[config.mk]
export PLATFORM = sky130hd
export DESIGN_NAME = i2c_chan_switch
export DESIGN_NICKNAME = d
export VERILOG_FILES = /design/src/rtl/i2cs_pkg.sv /design/src/rtl/i2cs_glitch_filter.sv /design/src/rtl/i2cs_target_fsm.sv /design/src/rtl/i2c_chan_switch.sv
export SDC_FILE = /design/constraint.sdc
export NUM_CORES = 1
export LEC_CHECK = 0
export BUFFER_PORTS_ARGS = -buffer_cell sky130_fd_sc_hd__clkbuf_2
export CAP_MARGIN = 20
export CELL_PAD_IN_SITES_DETAIL_PLACEMENT = 1
export CELL_PAD_IN_SITES_GLOBAL_PLACEMENT = 1
export CORE_UTILIZATION = 48
export DETAILED_ROUTE_END_ITERATION = 12
export GPL_ROUTABILITY_DRIVEN = 0
export PLACE_DENSITY = 0.85
export SLEW_MARGIN = 20
export SYNTH_ARGS = -nofsm -noshare
export SYNTH_HDL_FRONTEND = slang
export SYNTH_SLANG_ARGS = --single-unit
[constraint.sdc]
create_clock -name clk -period 1.4 [get_ports clk]
set_input_delay 0.07 -clock clk [delete_from_list [all_inputs] [get_ports clk]]
set_output_delay 0.07 -clock clk [all_outputs]
set_load 0.1 [all_outputs]
[src/rtl/i2cs_pkg.sv]
package i2cs_pkg;
  localparam int CH_N    = 2;
  localparam int IRQ_LSB = 4;
  localparam int BYTE_W  = 8;
  localparam logic [4:0] ADDR_HI = 5'b11100;

  typedef enum logic [2:0] {
    ST_IDLE, ST_ADDR, ST_AACK, ST_WDAT, ST_WACK, ST_RDAT, ST_RACK, ST_IGN
  } i2cs_state_e;
endpackage

[src/rtl/i2cs_glitch_filter.sv]
module i2cs_glitch_filter #(
  parameter int SYNC_LEN = 2,
  parameter int FILT_CYC = 4
) (
  input  logic clk,
  input  logic rst_n,
  input  logic line_i,
  output logic line_o
);
  localparam int CW = $clog2(FILT_CYC + 1);
  localparam logic [CW-1:0] LIM = CW'(FILT_CYC - 1);

  logic [SYNC_LEN-1:0] sync_q;
  logic [CW-1:0]       cnt_q, cnt_d;
  logic                out_q, out_d;
  logic                sync_bit;

  assign sync_bit = sync_q[SYNC_LEN-1];

  always_comb begin
    cnt_d = '0;
    out_d = out_q;
    if (sync_bit != out_q) begin
      if (cnt_q == LIM) out_d = sync_bit;
      else              cnt_d = cnt_q + 1'b1;
    end
  end

  always_ff @(posedge clk or negedge rst_n) begin
    if (!rst_n) begin
      sync_q <= '1;
      cnt_q  <= '0;
      out_q  <= 1'b1;
    end else begin
      sync_q <= {sync_q[SYNC_LEN-2:0], line_i};
      cnt_q  <= cnt_d;
      out_q  <= out_d;
    end
  end

  assign line_o = out_q;


  hold_when_equal_chk: assert property (@(posedge clk) disable iff (!rst_n)
    (sync_bit == out_q) |=> $stable(out_q));
endmodule

[src/rtl/i2cs_target_fsm.sv]
module i2cs_target_fsm
  import i2cs_pkg::*;
(
  input  logic              clk,
  input  logic              rst_n,
  input  logic              scl_f,
  input  logic              sda_f,
  input  logic [1:0]        strap_i,
  input  logic [BYTE_W-1:0] status_i,
  output logic              wr_valid_o,
  output logic [BYTE_W-1:0] wr_byte_o,
  output logic              stop_o,
  output logic              sda_pull_o
);
  localparam int CNT_W = $clog2(BYTE_W + 1);
  localparam logic [CNT_W-1:0] LAST = CNT_W'(BYTE_W);

  i2cs_state_e       st_q, st_d;
  logic [CNT_W-1:0]  cnt_q, cnt_d;
  logic [BYTE_W-1:0] sh_q, sh_d;
  logic              scl_q, sda_q, pull_q, pull_d, rw_q, rw_d;
  logic              scl_rise, scl_fall, start_c, stop_c;

  assign scl_rise = scl_f & ~scl_q;
  assign scl_fall = ~scl_f & scl_q;
  assign start_c  = scl_f & scl_q & sda_q & ~sda_f;
  assign stop_c   = scl_f & scl_q & ~sda_q & sda_f;

  always_comb begin
    st_d   = st_q;
    cnt_d  = cnt_q;
    sh_d   = sh_q;
    pull_d = pull_q;
    rw_d   = rw_q;
    if (start_c) begin
      st_d = ST_ADDR; cnt_d = '0; pull_d = 1'b0;
    end else if (stop_c) begin
      st_d = ST_IDLE; pull_d = 1'b0;
    end else begin
      unique case (st_q)
        ST_ADDR, ST_WDAT: begin
          if (scl_rise) begin
            sh_d  = {sh_q[BYTE_W-2:0], sda_f};
            cnt_d = cnt_q + 1'b1;
          end
          if (scl_fall && cnt_q == LAST) begin
            if (st_q == ST_WDAT) begin
              st_d = ST_WACK; pull_d = 1'b1;
            end else if (sh_q[7:1] == {ADDR_HI, strap_i}) begin
              st_d = ST_AACK; pull_d = 1'b1; rw_d = sh_q[0];
            end else begin
              st_d = ST_IGN;
            end
          end
        end
        ST_AACK: if (scl_fall) begin
          cnt_d = '0;
          if (rw_q) begin
            st_d = ST_RDAT; sh_d = status_i; pull_d = ~status_i[BYTE_W-1];
          end else begin
            st_d = ST_WDAT; pull_d = 1'b0;
          end
        end
        ST_WACK: if (scl_fall) begin
          st_d = ST_WDAT; cnt_d = '0; pull_d = 1'b0;
        end
        ST_RDAT: if (scl_fall) begin
          sh_d  = {sh_q[BYTE_W-2:0], 1'b0};
          cnt_d = cnt_q + 1'b1;
          if (cnt_q == LAST - 1'b1) begin
            st_d = ST_RACK; pull_d = 1'b0;
          end else begin
            pull_d = ~sh_q[BYTE_W-2];
          end
        end
        ST_RACK: begin
          if (scl_rise && sda_f) st_d = ST_IGN;
          else if (scl_fall) begin
            st_d = ST_RDAT; cnt_d = '0; sh_d = status_i;
            pull_d = ~status_i[BYTE_W-1];
          end
        end
        default: ;
      endcase
    end
  end

  always_ff @(posedge clk or negedge rst_n) begin
    if (!rst_n) begin
      st_q   <= ST_IDLE;
      cnt_q  <= '0;
      sh_q   <= '0;
      scl_q  <= 1'b1;
      sda_q  <= 1'b1;
      pull_q <= 1'b0;
      rw_q   <= 1'b0;
    end else begin
      st_q   <= st_d;
      cnt_q  <= cnt_d;
      sh_q   <= sh_d;
      scl_q  <= scl_f;
      sda_q  <= sda_f;
      pull_q <= pull_d;
      rw_q   <= rw_d;
    end
  end

  assign wr_valid_o = (st_q == ST_WDAT) && scl_fall && (cnt_q == LAST) && !start_c && !stop_c;
  assign wr_byte_o  = sh_q;
  assign stop_o     = stop_c;
  assign sda_pull_o = pull_q;


  pull_only_chk: assert property (@(posedge clk) disable iff (!rst_n)
    pull_q |-> (st_q == ST_AACK || st_q == ST_WACK || st_q == ST_RDAT));

  ign_quiet_chk: assert property (@(posedge clk) disable iff (!rst_n)
    (st_q == ST_IGN) |-> !pull_q);

  nack_release_chk: assert property (@(posedge clk) disable iff (!rst_n)
    (st_q == ST_RACK && scl_rise && sda_f) |=> (st_q == ST_IGN && !pull_q));

  restart_chk: assert property (@(posedge clk) disable iff (!rst_n)
    start_c |=> (st_q == ST_ADDR && cnt_q == '0 && !pull_q));
endmodule

[src/rtl/i2c_chan_switch.sv]
module i2c_chan_switch
  import i2cs_pkg::*;
#(
  parameter int FILT_CYC = 4,
  parameter int SYNC_LEN = 2
) (
  input  logic            clk,
  input  logic            rst_n,
  input  logic [1:0]      addr_strap_i,
  input  logic [CH_N-1:0] irq_n_i,
  input  logic            scl_i,
  input  logic            sda_i,
  output logic            sda_pull_o,
  output logic [CH_N-1:0] chan_en_o
);
  logic [1:0]        rst_pipe_q;
  logic              rst_n_s;
  logic [1:0]        line_raw, line_flt;
  logic [CH_N-1:0]   irq_s1_q, irq_s2_q;
  logic [CH_N-1:0]   pend_q, pend_d, act_q, act_d;
  logic              pvld_q, pvld_d;
  logic [BYTE_W-1:0] status, wr_byte;
  logic              wr_valid, stop_p;

  always_ff @(posedge clk or negedge rst_n) begin
    if (!rst_n) rst_pipe_q <= '0;
    else        rst_pipe_q <= {rst_pipe_q[0], 1'b1};
  end
  assign rst_n_s = rst_pipe_q[1];

  assign line_raw = {sda_i, scl_i};
  for (genvar g = 0; g < 2; g++) begin : g_flt
    i2cs_glitch_filter #(.SYNC_LEN(SYNC_LEN), .FILT_CYC(FILT_CYC)) flt_i (
      .clk(clk), .rst_n(rst_n_s), .line_i(line_raw[g]), .line_o(line_flt[g]));
  end

  always_comb begin
    status = '0;
    status[IRQ_LSB +: CH_N] = ~irq_s2_q;
    status[CH_N-1:0]        = act_q;
  end

  i2cs_target_fsm fsm_i (
    .clk(clk), .rst_n(rst_n_s), .scl_f(line_flt[0]), .sda_f(line_flt[1]),
    .strap_i(addr_strap_i), .status_i(status), .wr_valid_o(wr_valid),
    .wr_byte_o(wr_byte), .stop_o(stop_p), .sda_pull_o(sda_pull_o));

  always_comb begin
    pend_d = pend_q;
    pvld_d = pvld_q;
    act_d  = act_q;
    if (wr_valid) begin
      pend_d = wr_byte[CH_N-1:0];
      pvld_d = 1'b1;
    end else if (stop_p && pvld_q) begin
      act_d  = pend_q;
      pvld_d = 1'b0;
    end
  end

  always_ff @(posedge clk or negedge rst_n_s) begin
    if (!rst_n_s) begin
      irq_s1_q <= '1;
      irq_s2_q <= '1;
      pend_q   <= '0;
      pvld_q   <= 1'b0;
      act_q    <= '0;
    end else begin
      irq_s1_q <= irq_n_i;
      irq_s2_q <= irq_s1_q;
      pend_q   <= pend_d;
      pvld_q   <= pvld_d;
      act_q    <= act_d;
    end
  end

  assign chan_en_o = act_q;


  chan_hold_chk: assert property (@(posedge clk) disable iff (!rst_n_s)
    !stop_p |=> $stable(act_q));

  pend_load_chk: assert property (@(posedge clk) disable iff (!rst_n_s)
    wr_valid |=> (pvld_q && pend_q == $past(wr_byte[CH_N-1:0])));
endmodule

==> results of run 1 <==
## timing repair
item	in CTS
buffers inserted	19
hold endpoints to repair	6
hold buffers	5
pin swaps	21
endpoints found under the setup margin	22
cloned	0
gates resized for setup	57
## through the flow
stage | worst slack, ps | util [%] | instances
2_1_floorplan | -194 | - | 185
3_3_place_gp | -263 | 59.6 | 277
3_5_place_dp | -440 | 59.6 | 277
4_1_cts | -336 | 71.9 | 308
## cell families after synthesis
| kind of cell | count (synthesis) | synth area share (%) |
|---|---|---|
| flops | 42 | 53.6 |
| fa+ha+maj | 4 | 2.52 |
| other cells | 1 | 0.189 |
| xor+xnor | 5 | 2.20 |
| compound gates | 42 | 13.7 |
| buf+inv | 15 | 3.59 |
| mux | 9 | 4.97 |
| simple gates | 67 | 19.3 |
==> results.json, run 1 <==
{
  "status": "stopped before the end",
  "stop_stage": "5_1_grt",
  "error": "[ERROR DPL-0033] detailed placement checks failed during check placement.",
  "dp_hpwl_mm": 4.13,
  "htreeDepth": 2,
  "synth_top_area_share_pct": 37.8,
  "synth_nets": 197,
  "yosysMostFrequentCell": "dfrtp_1",
  "clkSinkCount": 42,
  "cts_made_buffers": 5,
  "synth_area_sq_um": 1990,
  "synth_flop_cell": "dfrtp_1",
  "die_height_um": 66.4,
  "synthArstFlopShare_pct": 100,
  "start_util_pct": 49.7,
  "synthTopCellsByCount": "dfrtp_1, nand2_1, dfstp_2",
  "cts.path.max_buffers": 2,
  "io_pins": 11,
  "seq_area_frac_synth_pct": 53.6,
  "dieWidth_um": 66.4,
  "root_buffer": "clkbuf_8",
  "ys_types": 47,
  "avgSynthCellArea_sq_um": 10.7,
  "worstEndpointGrtRepair": "fsm_i.rw_q$_DFFE_PN0P_/D",
  "rows": 23,
  "synth_cells": 185,
  "ys_ff_latch": 42,
  "grt_start_max_net_pins": 24,
  "endpoint_type": "register input",
  "antenna_found_initial": 0,
  "port_buffers": 10,
  "placed_area_sq_um": 2380,
  "yosysWarningCount": 0,
  "yosys.area.top_type": "dfrtp_1",
  "synth-edff-count": 0,
  "synthTopCellsByArea": "dfrtp_1, dfstp_2, nand2_1"
}
==> inputs of run 2 (changes only) <==
- CELL_PAD_IN_SITES_DETAIL_PLACEMENT: 1 -> default
- CELL_PAD_IN_SITES_GLOBAL_PLACEMENT: 1 -> default
- CORE_UTILIZATION: 48 -> 40
- PLACE_DENSITY: 0.85 -> default
- PLACE_DENSITY_LB_ADDON: default -> 0.15
==> run 2 against run 1 <==
Net effect: area after synthesis stayed put; the flow now finishes, with violations (setup timing); synthesized cell count unchanged.
==> results.json, run 2 <==
{
  "cap_viol_max_count": 0,
  "power_density_nw_per_um2": 2240,
  "critical_path.max_fanout": 3,
  "synth_flop_cell": "dfrtp_1",
  "min_path_type": "input port to async pin",
  "ys_ff_latch": 42,
  "synth_cells": 185,
  "dr.first_iter.drc_count": 57,
  "slew_headroom_pct": 63.9,
  "root_buffer": "clkbuf_8",
  "worstSetupPathType": "flop to flop",
  "route.met3.wl_um": 119,
  "status": "finished with violations",
  "finClkSkew_ps": 11.3,
  "worstPathRequired_ps": 1580,
  "pre_cts_ws_ps": -309,
  "grt_start_max_net_pins": 23,
  "port_buffers": 10,
  "p_leak_nw": 1.35,
  "drt-total-wl_mm": 4.40,
  "top_layer": "met4",
  "rows": 25,
  "vias": 1622,
  "grt_pass1_wl_mm": 7.01,
  "grt-ovfl-total": 0,
  "clk_pin_slew_ps": 80,
  "avgViaCountPerCell": 5.02,
  "synth_area_sq_um": 1990,
  "wl_met2_mm": 2.26,
  "startpoint_type": "flop",
  "period_share_pct": 118,
  "firstDrtPassIters": 4,
  "path_cells": "buf_6 > nand2b_4 > nor4_4 > nor3b_2 > mux2_1",
  "cts_made_buffers": 5,
  "final-hold-violation-count": 0,
  "cts_tree": "done",
  "syn_to_final_growth_pct": 47.2,
  "ys_types": 47,
  "synth_top_area_share_pct": 37.8,
  "io_pins": 11,
  "die-area_sq_um": 5260,
  "synthArstFlopShare_pct": 100,
  "synthTopCellsByArea": "dfrtp_1, dfstp_2, nand2_1",
  "start_util_pct": 41.8,
  "layout_commonest_cell": "buf_4",
  "fin_nets": 267,
  "grt_setup_unrepaired": "yes",
  "drive_gt1_share_pct": 51.2,
  "crit_path_max_incr_delay_ps": 390,
  "yosysWarningCount": 0,
  "avgSynthCellArea_sq_um": 10.7,
  "cts.path.max_buffers": 2,
  "antenna_found_initial": 0,
  "num-fill-cells": 394,
  "ff2ff_path_depth": 5,
  "htreeDepth": 2,
  "wl_met1_mm": 1.94,
  "remaining_drc_errors": 0,
  "crit_arrival_ps": 1840,
  "core_sq_um": 4750,
  "antenna_cells": 0,
  "final_cell_mix": "buf_4, dfrtp_1, nand2_1",
  "synth_nets": 197,
  "grtUsageTotal_pct": 17.7,
  "fin_util_pct": 61.6,
  "postRouteAntennaNets": 0,
  "detail_route.wl_per_cell_um": 13.6,
  "final_max_slew_viol_count": 0,
  "layout_setup_ws_ps": -258,
  "yosysMostFrequentCell": "dfrtp_1",
  "yosys.area.top_type": "dfrtp_1",
  "synthTopCellsByCount": "dfrtp_1, nand2_1, dfstp_2",
  "finalSetupViolations": 19,
  "dieWidth_um": 72.5,
  "ir_worst_vdd_uv": 1120,
  "die_height_um": 72.5,
  "clkSinkCount": 42,
  "synth-edff-count": 0,
  "fin_crit_ps": 1660,
  "r2r_start": "g_flt[0].flt_i.line_o",
  "violations": "setup timing",
  "dp_hpwl_mm": 3.10,
  "reg2reg_slack_ps": -260,
  "seq_area_frac_synth_pct": 53.6,
  "finalSetupTns_ps": -2990,
  "slowest_stage": "dfstp_2",
  "first_global_vias": 1632,
  "clkLatencyLatePin_ps": 290,
  "largest_reg_flops": 8,
  "tightestPinTransition_ps": 543,
  "reg2reg_to": "fsm_i.rw_q",
  "max_freq_ghz": 0.603,
  "critPathCaptureType": "flop"
}
[run 2: where the power goes]
| group | switching (W) | internal (W) | total (W) |
|---|---|---|---|
| logic | 0.00187 | 0.00192 | 0.00379 |
| registers | 0.000256 | 0.00159 | 0.00185 |
| clock network | 0.000399 | 0.000532 | 0.000931 |
[run 2: cell type report]
type / count / area [sq um] / share of cell area, %
flip-flops and latches: 42 / 1070 / 36.5
multi-input cells: 128 / 1060 / 36.4
repair buffers: 71 / 573 / 19.6
well taps: 67 / 83.8 / 2.86
clock buffers: 6 / 72.6 / 2.48
clock inverters: 2 / 37.5 / 1.28
inverters: 7 / 26.3 / 0.898
[run 2: stage by stage]
stage	area [sq um]	total power [W]	hold WS, ps	instances
2_1_floorplan	2030	0.00357	-226	185
3_3_place_gp	2420	0.00453	-144	295
3_5_place_dp	2420	0.00463	-140	295
4_1_cts	2640	0.00577	92.8	313
5_1_grt	2930	0.00701	97.1	323
6_report	2930	0.00657	97.0	323
[run 2: metal layers]
metal  up-vias  track usage [%]
li1        788                -
met1       804             20.9
met2        22             30.0
met3         8             5.00
met4         0             7.84
met5         -                0
[run 2: critical path: cells and delay by family, from the launching register on]
kind	cells	cell delay, ps
and+or+nand+nor	3	720
DFF	1	390
muxes	1	330
buffers and inverters	1	110
[run 2: logic make-up (layout without fill, tap and decap cells)]
family	after synthesis	count (layout)	share of synthesized area, %
simple gates	67	67	19.3
compound gates	42	42	13.7
flops	42	42	53.6
buf+inv	15	86	3.59
mux	9	9	4.97
xor+xnor	5	5	2.20
fa+ha+maj	4	4	2.52
other cells	1	1	0.189
[run 2: repair_timing]
| action | in CTS | in global routing |
|---|---|---|
| pin swaps | 6 | 23 |
| gates cloned | 0 | 1 |
| hold endpoints to repair | 6 | 0 |
| setup buffers | 5 | 9 |
| hold buffers | 5 | 0 |
| resized for setup | 4 | 52 |
| endpoints found under the setup margin | 19 | 22 |
[run 2: worst max path at each step]
| stage | from | to | slack [ps] | depth (start not counted) |
|---|---|---|---|---|
| after floorplan | fsm_i.cnt_q[0] | fsm_i.rw_q | -190 | 6 |
| after global placement | fsm_i.st_q[0] | fsm_i.rw_q | -240 | 4 |
| after detailed placement | fsm_i.st_q[0] | fsm_i.st_q[1] | -310 | 4 |
| after CTS | g_flt[0].flt_i.line_o | fsm_i.rw_q | -280 | 5 |
| after global routing | fsm_i.st_q[2] | fsm_i.rw_q | -350 | 4 |
| final | g_flt[0].flt_i.line_o | fsm_i.rw_q | -260 | 5 |
Power figures use the tool's default switching activity.
==> inputs of run 3 (changes only) <==
- CTS_BUF_LIST: default -> sky130_fd_sc_hd__clkbuf_16
==> run 3 against run 2 <==
Net effect: the flow still finishes with violations (setup timing); sequential cell count unchanged; sequential share of layout area fell by 1.2 points; cell area rose by 3.4%; worst setup slack worse by 18 ps; sequential power hardly changed; maximum frequency decreased by 1.1%; power up 7.0%; clock skew is 5.1 ps lower; critical path type unchanged; largest cell class is now multi-input combinational cells; largest power group unchanged.
==> results.json, run 3 (synthesis results as in run 2) <==
{
  "vias": 1639,
  "fin_crit_ps": 1680,
  "antenna_found_initial": 0,
  "crit_path_start": "g_flt[0].flt_i.line_o",
  "cts_tree": "done",
  "cts.path.max_buffers": 2,
  "start_util_pct": 41.8,
  "grt-ovfl-total": 0,
  "period_share_pct": 120,
  "r2r_start": "g_flt[0].flt_i.line_o",
  "max_freq_ghz": 0.597,
  "drt-total-wl_mm": 4.64,
  "power_frac_comb_pct": 55.3,
  "critPathCaptureType": "flop",
  "power.net_switching_w": 0.00264,
  "root_buffer": "clkbuf_16",
  "dieWidth_um": 72.5,
  "finalSetupViolations": 20,
  "grt_pass1_wl_mm": 7.14,
  "drive_gt1_share_pct": 51.6,
  "first_global_vias": 1641,
  "io_pins": 11,
  "status": "finished with violations",
  "crit_arrival_ps": 1840,
  "htreeDepth": 2,
  "grtUsageTotal_pct": 18.2,
  "die_height_um": 72.5,
  "die-area_sq_um": 5260,
  "largest_reg_flops": 8,
  "antenna_cells": 0,
  "power_density_nw_per_um2": 2320,
  "holdWs_ps": 112,
  "core_sq_um": 4750,
  "p_leak_nw": 1.39,
  "switching_share_pct": 37.6,
  "fin_nets": 269,
  "critical_path.max_fanout": 3,
  "remaining_drc_errors": 0,
  "pre_cts_ws_ps": -309,
  "clkSinkCount": 42,
  "grt_start_max_net_pins": 23,
  "port_buffers": 10,
  "finClkSkew_ps": 6.20,
  "firstDrtPassIters": 4,
  "rows": 25,
  "clk_pin_slew_ps": 60,
  "postRouteAntennaNets": 0,
  "dr.first_iter.drc_count": 71,
  "cap_viol_max_count": 0,
  "cts_made_buffers": 5,
  "syn_to_final_growth_pct": 52.2,
  "slew_headroom_pct": 63.9,
  "startpoint_type": "flop",
  "layout_commonest_cell": "buf_4",
  "clkLatencyLatePin_ps": 280,
  "tightestPinTransition_ps": 543,
  "ir_worst_vdd_uv": 1260,
  "final-hold-violation-count": 0,
  "grt_setup_unrepaired": "yes",
  "seqPwrFrac_pct": 26.5,
  "worstPathRequired_ps": 1560,
  "fin_util_pct": 63.6,
  "power.total_w": 0.00703,
  "final_max_slew_viol_count": 0,
  "avgViaCountPerCell": 5.04,
  "detail_route.wl_per_cell_um": 14.3,
  "dp_hpwl_mm": 3.10,
  "num-fill-cells": 382,
  "min_path_type": "input port to async pin",
  "violations": "setup timing",
  "p_int_w": 0.00439,
  "p_clk_share_pct": 18.1,
  "layout_setup_ws_ps": -276,
  "final_cell_mix": "buf_4, dfrtp_1, nand2_1",
  "worstSetupPathType": "flop to flop"
}
-- run 3: cell types whose count changed in the layout (fill, tap and decap cells not counted), sizes merged --
cell / previous run / this run
buf: 55 / 57
clkbuf: 17 / 16
inv: 7 / 8
-- run 3: worst paths after layout --
path / slack, ps / to / cells after the start
min in group clk: 350 / rst_pipe_q[1] / 0
max in group asynchronous: 870 / irq_s1_q[0] / 1
max reg2reg: -280 / fsm_i.rw_q / 5
max: -280 / fsm_i.rw_q / 5
min: 110 / rst_pipe_q[0] / 2
min reg2reg: 230 / fsm_i.cnt_q[1] / 1
-- run 3: through the flow --
step / area (sq um) / setup TNS [ps] / instances
final: 3030 / -3200 / 325
after global routing: 3030 / -4580 / 325
after CTS: 2690 / -3220 / 313
after detailed placement: 2420 / -2860 / 295
after global placement: 2420 / -2150 / 295
after floorplan: 2030 / -799 / 185
-- run 3: what timing repair did --
| item | 4_1_cts | 5_1_grt |
|---|---|---|
| setup endpoints to repair | 19 | 21 |
| endpoints found under the hold margin | 6 | 0 |
| hold buffers | 5 | 0 |
| gates resized for setup | 4 | 57 |
| buffers inserted | 5 | 11 |
| pin swaps | 6 | 22 |
| gates cloned | 0 | 1 |
-- run 3: worst max-delay path: stages (launching register included) --
cell and delay, ps:
dfstp_2 380, buf_6 110, nand2b_4 150, nor4_4 340, nor3b_2 250, mux2_1 330
-- run 3: cell type report --
| type | count | area (sq um) | share of cell area (%) |
|---|---|---|---|
| clock buffer | 5 | 125 | 4.14 |
| multi-input combinational | 128 | 1090 | 36.1 |
| sequential | 42 | 1070 | 35.3 |
| clock inverter | 3 | 41.3 | 1.36 |
| timing repair buffer | 73 | 588 | 19.4 |
| tap | 67 | 83.8 | 2.77 |
| inverter | 7 | 26.3 | 0.868 |
-- run 3: routing by layer --
layer	up-vias	share of wire, %	routed length (um)	GRT usage (%)
met2	25	52	2400	31.3
met1	808	44	2040	21.1
met3	7	3.0	137	5.42
met4	0	1.4	64	7.84
met5	-	0	0	0
li1	799	-	-	-
-- run 3: power by group through the flow --
| stage | logic, W | clock network [W] | registers [W] |
|---|---|---|---|
| floorplan | 0.00166 | 0 | 0.00192 |
| global placement | 0.00269 | 0 | 0.00185 |
| detailed placement | 0.00276 | 0 | 0.00187 |
| CTS | 0.00297 | 0.00131 | 0.00184 |
| global route | 0.00421 | 0.00136 | 0.00191 |
| finish | 0.00389 | 0.00127 | 0.00186 |
